[src/rtl/eau_pkg.sv]
package eau_pkg;

  typedef enum logic [3:0] {
    M_ABS      = 4'd0,
    M_ABS_IND  = 4'd1,
    M_COFF     = 4'd2,
    M_COFF_IND = 4'd3,
    M_ROFF     = 4'd4,
    M_ROFF_IND = 4'd5,
    M_PCREL    = 4'd6,
    M_PREINC   = 4'd7,
    M_PREDEC   = 4'd8,
    M_POSTINC  = 4'd9,
    M_POSTDEC  = 4'd10
  } modeE;

  localparam logic [3:0] SEL_X = 4'd8;
  localparam logic [3:0] SEL_Y = 4'd9;
  localparam logic [3:0] SEL_S = 4'd10;
  localparam logic [3:0] SEL_P = 4'd11;

  typedef struct packed {
    logic useBase;
    logic usePc;
    logic addImm;
    logic addIdx;
    logic idxSigned;
    logic pcRel;
    logic stepEn;
    logic stepNeg;
    logic preMod;
    logic ind;
    logic wb;
    logic err;
  } strobeT;

endpackage

[src/rtl/eau_ctrl.sv]
module eau_ctrl
  import eau_pkg::*;
(
  input  logic       clk,
  input  logic       rstN,
  input  logic [3:0] modeSel,
  input  logic [3:0] baseSel,
  input  logic [2:0] idxSel,
  output strobeT     stb
);

  logic isXY, isXYS, isPtr, isData, legal;
  strobeT raw;

  assign isXY   = (baseSel == SEL_X) || (baseSel == SEL_Y);
  assign isXYS  = isXY || (baseSel == SEL_S);
  assign isPtr  = isXYS || (baseSel == SEL_P);
  assign isData = (baseSel < 4'd8);

  always_comb begin
    raw   = '0;
    legal = 1'b1;
    case (modeSel)
      M_ABS:      raw.addImm = 1'b1;
      M_ABS_IND: begin
        raw.addImm = 1'b1;
        raw.ind    = 1'b1;
      end
      M_COFF, M_COFF_IND: begin
        legal       = (modeSel == M_COFF) ? (isPtr || isData) : isPtr;
        raw.addImm  = 1'b1;
        raw.usePc   = (baseSel == SEL_P);
        raw.useBase = (baseSel != SEL_P);
        raw.ind     = (modeSel == M_COFF_IND);
      end
      M_ROFF, M_ROFF_IND: begin
        legal         = (modeSel == M_ROFF) ? isXYS : isXY;
        raw.useBase   = 1'b1;
        raw.addIdx    = 1'b1;
        raw.idxSigned = (idxSel >= 3'd2) && (idxSel <= 3'd5);
        raw.ind       = (modeSel == M_ROFF_IND);
      end
      M_PCREL: begin
        raw.usePc = 1'b1;
        raw.pcRel = 1'b1;
      end
      M_PREINC, M_PREDEC, M_POSTINC, M_POSTDEC: begin
        legal = ((modeSel == M_PREDEC) || (modeSel == M_POSTINC)) ? isXYS : isXY;
        raw.useBase = 1'b1;
        raw.stepEn  = 1'b1;
        raw.wb      = 1'b1;
        raw.stepNeg = (modeSel == M_PREDEC) || (modeSel == M_POSTDEC);
        raw.preMod  = (modeSel == M_PREINC) || (modeSel == M_PREDEC);
      end
      default: legal = 1'b0;
    endcase
    if (legal) begin
      stb = raw;
    end else begin
      stb     = '0;
      stb.err = 1'b1;
    end
  end

  AST_ERR_QUIET: assert property (@(posedge clk) disable iff (!rstN)
    stb.err |-> (!stb.wb && !stb.ind));
  AST_ONE_OFFSET: assert property (@(posedge clk) disable iff (!rstN)
    $onehot0({stb.addImm, stb.addIdx, stb.pcRel, stb.stepEn}));
  AST_S_AUTO_FORMS: assert property (@(posedge clk) disable iff (!rstN)
    (baseSel == SEL_S && stb.stepEn) |-> (stb.stepNeg == stb.preMod));

endmodule

[src/rtl/eau_dp.sv]
module eau_dp
  import eau_pkg::*;
#(
  parameter int AW = 24,
  parameter int IW = 16
) (
  input  logic          clk,
  input  logic          rstN,
  input  strobeT        stb,
  input  logic [AW-1:0] baseVal,
  input  logic [IW-1:0] idxVal,
  input  logic [AW-1:0] immVal,
  input  logic [AW-1:0] pcVal,
  input  logic [1:0]    opSize,
  output logic [AW-1:0] eaRaw,
  output logic [AW-1:0] wbRaw
);

  localparam int DW = 16;

  logic [AW-1:0] step, idxExt, dispExt, baseOp, offOp, sum;

  assign step    = AW'(opSize) + AW'(1);
  assign idxExt  = stb.idxSigned ? {{(AW-IW){idxVal[IW-1]}}, idxVal}
                                 : {{(AW-IW){1'b0}}, idxVal};
  assign dispExt = {{(AW-DW){immVal[DW-1]}}, immVal[DW-1:0]};

  always_comb begin
    if (stb.usePc)        baseOp = pcVal;
    else if (stb.useBase) baseOp = baseVal;
    else                  baseOp = '0;

    if (stb.addImm)       offOp = immVal;
    else if (stb.addIdx)  offOp = idxExt;
    else if (stb.pcRel)   offOp = dispExt;
    else if (stb.stepEn)  offOp = stb.stepNeg ? (~step + AW'(1)) : step;
    else                  offOp = '0;
  end

  assign sum   = baseOp + offOp;
  assign eaRaw = stb.err ? '0 : ((stb.stepEn && !stb.preMod) ? baseOp : sum);
  assign wbRaw = stb.wb ? sum : '0;

  AST_PRE_USES_NEW: assert property (@(posedge clk) disable iff (!rstN)
    (stb.wb && stb.preMod) |-> (eaRaw == wbRaw));
  AST_POST_USES_OLD: assert property (@(posedge clk) disable iff (!rstN)
    (stb.wb && !stb.preMod) |-> (eaRaw == baseVal));
  AST_STEP_SIZE: assert property (@(posedge clk) disable iff (!rstN)
    stb.wb |-> ((AW'(wbRaw - baseVal) == AW'(opSize) + AW'(1)) ||
                (AW'(baseVal - wbRaw) == AW'(opSize) + AW'(1))));

endmodule

[src/rtl/addr_gen_unit.sv]
module addr_gen_unit
  import eau_pkg::*;
#(
  parameter int AW      = 24,
  parameter int IW      = 16,
  parameter bit REG_OUT = 1'b0
) (
  input  logic          clk,
  input  logic          rstN,
  input  logic [3:0]    modeSel,
  input  logic [3:0]    baseSel,
  input  logic [2:0]    idxSel,
  input  logic [AW-1:0] baseVal,
  input  logic [IW-1:0] idxVal,
  input  logic [AW-1:0] immVal,
  input  logic [AW-1:0] pcVal,
  input  logic [1:0]    opSize,
  output logic [AW-1:0] eaOut,
  output logic          indFlag,
  output logic [AW-1:0] wbVal,
  output logic          wbEn,
  output logic          errFlag
);

  strobeT stb;
  logic [AW-1:0] eaRaw, wbRaw;

  eau_ctrl ctrl_i (
    .clk(clk), .rstN(rstN), .modeSel(modeSel), .baseSel(baseSel),
    .idxSel(idxSel), .stb(stb)
  );

  eau_dp #(.AW(AW), .IW(IW)) dp_i (
    .clk(clk), .rstN(rstN), .stb(stb), .baseVal(baseVal), .idxVal(idxVal),
    .immVal(immVal), .pcVal(pcVal), .opSize(opSize),
    .eaRaw(eaRaw), .wbRaw(wbRaw)
  );

  generate
    if (REG_OUT) begin : g_reg
      always_ff @(posedge clk or negedge rstN) begin
        if (!rstN) begin
          eaOut   <= '0;
          indFlag <= 1'b0;
          wbVal   <= '0;
          wbEn    <= 1'b0;
          errFlag <= 1'b0;
        end else begin
          eaOut   <= eaRaw;
          indFlag <= stb.ind;
          wbVal   <= wbRaw;
          wbEn    <= stb.wb;
          errFlag <= stb.err;
        end
      end
    end else begin : g_comb
      assign eaOut   = eaRaw;
      assign indFlag = stb.ind;
      assign wbVal   = wbRaw;
      assign wbEn    = stb.wb;
      assign errFlag = stb.err;
    end
  endgenerate

  AST_WB_NO_ERR: assert property (@(posedge clk) disable iff (!rstN)
    wbEn |-> !errFlag);
  AST_WB_ZERO_IDLE: assert property (@(posedge clk) disable iff (!rstN)
    !wbEn |-> (wbVal == '0));
  AST_ERR_ZERO_EA: assert property (@(posedge clk) disable iff (!rstN)
    errFlag |-> (eaOut == '0 && !indFlag));

endmodule

[config.mk]
export PLATFORM = sky130hd
export DESIGN_NAME = addr_gen_unit
export DESIGN_NICKNAME = d
export VERILOG_FILES = /design/src/rtl/eau_pkg.sv /design/src/rtl/eau_ctrl.sv /design/src/rtl/eau_dp.sv /design/src/rtl/addr_gen_unit.sv
export SDC_FILE = /design/constraint.sdc
export NUM_CORES = 1
export LEC_CHECK = 0
export BUFFER_PORTS_ARGS = -buffer_cell sky130_fd_sc_hd__buf_2
export CORE_MARGIN = 5
export CORE_UTILIZATION = 40
export DETAILED_ROUTE_END_ITERATION = 10
export PLACE_DENSITY = 0.78
export SYNTH_ARGS = -nofsm -noshare
export SYNTH_HDL_FRONTEND = slang
export SYNTH_SLANG_ARGS = --single-unit
[constraint.sdc]
create_clock -name vclk -period 5.3
set_input_delay 0.265 -clock vclk [all_inputs]
set_output_delay 0.265 -clock vclk [all_outputs]
set_load 0.005 [all_outputs]
==> metrics.txt <==
outcome finished, final reports clean; most common cell after layout, fill and taps aside sky130_fd_sc_hd__buf_2; leakage power 1.785 nW; family with the most delay on the worst path compound AO/OA/AOI/OAI gates; Critical Path AT 4720 ps; clock buffer count in the final layout 0; Worst Setup End Kind output port; total nets after synthesis about 530; starting DRC count in detailed routing around 170; Slew Limit Headroom around 29%; DRC viols 0; Crit Path Class in2out; CP max FO 7; average routed wire per standard cell approximately 17 um; Total GRT Usage 24.14%; count of mapped cells out of synthesis 396; fraction of final layout cells with drive strength greater than 1 about 33%; crit-path most repeated cell sky130_fd_sc_hd__buf_2; P per Cell Area between 70 and 80 nW/um2; last weighted congestion value of the routability-driven placer roughly 0.95; count of buffers inserted at the top-level ports 151; yosys synthesis warning count 0; part of the Yosys area used for sequential elements 0%; global-route wire length before repair around 16,000 um; startpoint class of the critical path input pin; via density per instance around 5.8; number of buffers and inverters on the critical path 3; number of flip-flops and latches 0; hold-critical path depth 4; chain of cells forming the critical path buf_2 > and2b_1 > nand3_1 > nor2_1 > o311a_1 > a211oi_2 > nor2b_2 > a22o_1 > ha_1 > inv_1 > fa_1 > nor2b_1 > o21a_1 > o21ai_1 > a21oi_1 > a31oi_1 > nor3_1 > o221ai_1 > a211oi_1 > o21bai_1 > buf_2; transition at the pin with the smallest max-transition slack ~1100 ps; number of pins exceeding their max-slew limit in the final report 0; count of standard-cell rows 29; final worst path period need 4989 ps; maxcap violations 0; post-CTS repair timing setup buffer count 0; cts-stage hold buffer count 0; Starting Density between 40 and 50%; leftover overflow at the end of global routing 0; via total after detailed routing 3,521; commonest cells after routing, fill and taps aside sky130_fd_sc_hd__buf_2, sky130_fd_sc_hd__nand2_1, sky130_fd_sc_hd__nor2_1, sky130_fd_sc_hd__a21oi_1, sky130_fd_sc_hd__ha_1; Die W between 80 and 90 um; area share of the leading cell type in the synthesized netlist between 10% and 20%; share of the clock period used by the worst path a little over nine tenths; Worst IR Drop VDD approximately 0.042 mV; CP required between 5000 and 6000 ps; Detailed Route WL between 10,000 and 15,000 um; highest cell delay on the worst timing path around 420 ps; number of antenna violations at the first check in global routing 0; area leader, netlist sky130_fd_sc_hd__ha_1; DPL Wire Length between 8000 and 9000 um; count of nets after finishing ~660; total I/O pin count 154; cell depth of the worst setup path 21; worst hold-check path type in2out; Antenna Nets Post-Route 0; die extent in y 89.49 um; area of the mapped netlist about 2500 um2; Non-Filler Cell Area, Final 3348 um2; total power draw approximately 0.00026 W; Core Region around 6200 um2; number of detailed-route iterations in the first pass 5; maximum number of pins on one net before global-route repair 23; area taken by flip-flops and latches 0 um2; main area contributors after synthesis sky130_fd_sc_hd__ha_1, sky130_fd_sc_hd__nand2_1, sky130_fd_sc_hd__a22o_1, sky130_fd_sc_hd__a21oi_1, sky130_fd_sc_hd__xor2_1; number of library cell types mapped by synthesis 54; Final Hold Fails 0; fmax ~200 MHz; synthesis-to-finish area growth 32.48%; total setup violations reported at the end of the flow 0; Die Outline Area roughly 8000 um2; via count of the first global-routing pass between 3,000 and 4,000; average size of a mapped cell between 6 and 7 um2; placement-stage cell area 3336 um2; post-cts sizing count 0; cell type of the slowest stage on the worst timing path sky130_fd_sc_hd__fa_1
[cells by family after synthesis]
| family | share of synthesized area (%) |
|---|---|
| buffers and inverters | 7.029 |
| AND/OR/NAND/NOR | 26.88 |
| AO/OA/AOI/OAI | 44.60 |
| adder cells (fa/ha/maj) | 13.17 |
| XOR/XNOR | 8.317 |
[stage by stage]
stage	setup TNS, ps	instances	setup slack [ps]	util [%]	hold slack, ps
6_report	0	606	310.7	53.65	949.1
5_1_grt	-6.742	605	-6.742	53.61	994.7
4_1_cts	0	605	244.7	53.45	938.0
3_5_place_dp	0	605	258.1	53.45	936.0
3_3_place_gp	0	605	408.2	53.45	929.2
2_1_floorplan	0	396	1176	-	690.7
[layer usage]
| layer | routed length, um | global-route usage (%) | vias up | share of wire (%) |
|---|---|---|---|---|
| met5 | 0 | 0 | - | 0 |
| met4 | 142 | 3.789 | 0 | 1.4 |
| met3 | 811 | 1.198 | 16 | 7.9 |
| met2 | 5030 | 45.14 | 180 | 49 |
| met1 | 4244 | 30.81 | 1602 | 41 |
| li1 | - | - | 1723 | - |
[power breakdown]
| part | internal, W | switching, W |
|---|---|---|
| Clock | 0.0000000000253 | 0 |
| Combinational | 0.000113 | 0.000148 |
| Sequential | 0 | 0 |
[Yosys cell counts (2+ instances only)]
| master | count |
|---|---|
| sky130_fd_sc_hd__a22oi_1 | 5 |
| sky130_fd_sc_hd__o21a_1 | 15 |
| sky130_fd_sc_hd__a21o_1 | 6 |
| sky130_fd_sc_hd__xor2_1 | 16 |
| sky130_fd_sc_hd__ha_1 | 25 |
| sky130_fd_sc_hd__or2_1 | 2 |
| sky130_fd_sc_hd__and2_1 | 12 |
| sky130_fd_sc_hd__nand3_1 | 7 |
| sky130_fd_sc_hd__buf_4 | 2 |
| sky130_fd_sc_hd__o21ai_1 | 8 |
| sky130_fd_sc_hd__o31ai_1 | 3 |
| sky130_fd_sc_hd__clkbuf_1 | 15 |
| sky130_fd_sc_hd__and3_1 | 2 |
| sky130_fd_sc_hd__nor2_1 | 36 |
| sky130_fd_sc_hd__a221o_1 | 2 |
| sky130_fd_sc_hd__o211ai_1 | 2 |
| sky130_fd_sc_hd__nand2_1 | 62 |
| sky130_fd_sc_hd__buf_2 | 10 |
| sky130_fd_sc_hd__xnor2_1 | 8 |
| sky130_fd_sc_hd__a31oi_1 | 5 |
| sky130_fd_sc_hd__a211oi_1 | 9 |
| sky130_fd_sc_hd__a21oi_1 | 34 |
| sky130_fd_sc_hd__o22a_1 | 13 |
| sky130_fd_sc_hd__nor3_1 | 4 |
| sky130_fd_sc_hd__o21ai_0 | 11 |
| sky130_fd_sc_hd__nand2b_1 | 5 |
| sky130_fd_sc_hd__nor2b_1 | 6 |
| sky130_fd_sc_hd__nand4_1 | 4 |
| sky130_fd_sc_hd__inv_1 | 14 |
| sky130_fd_sc_hd__a22o_1 | 23 |
| sky130_fd_sc_hd__nor4_1 | 2 |
| sky130_fd_sc_hd__o21bai_1 | 6 |
[worst min-delay path: stages]
cell,delay (ps)
sky130_fd_sc_hd__buf_2,110
sky130_fd_sc_hd__a21oi_1,120
sky130_fd_sc_hd__a211oi_1,60
sky130_fd_sc_hd__buf_2,120
[final timing paths]
path                  slack, ps   startpoint         to
worst max-delay path        310   baseSel[3]  wbVal[22]
worst min-delay path        950  baseVal[11]  eaOut[11]
[final cells by class]
class,count,area (um2)
repair buffers,159,815.8
diodes,1,2.502
well taps,77,96.34
fillers,630,2893
multi-input cells,354,2377
inverters,15,56.30
Power figures use the tool's default switching activity.
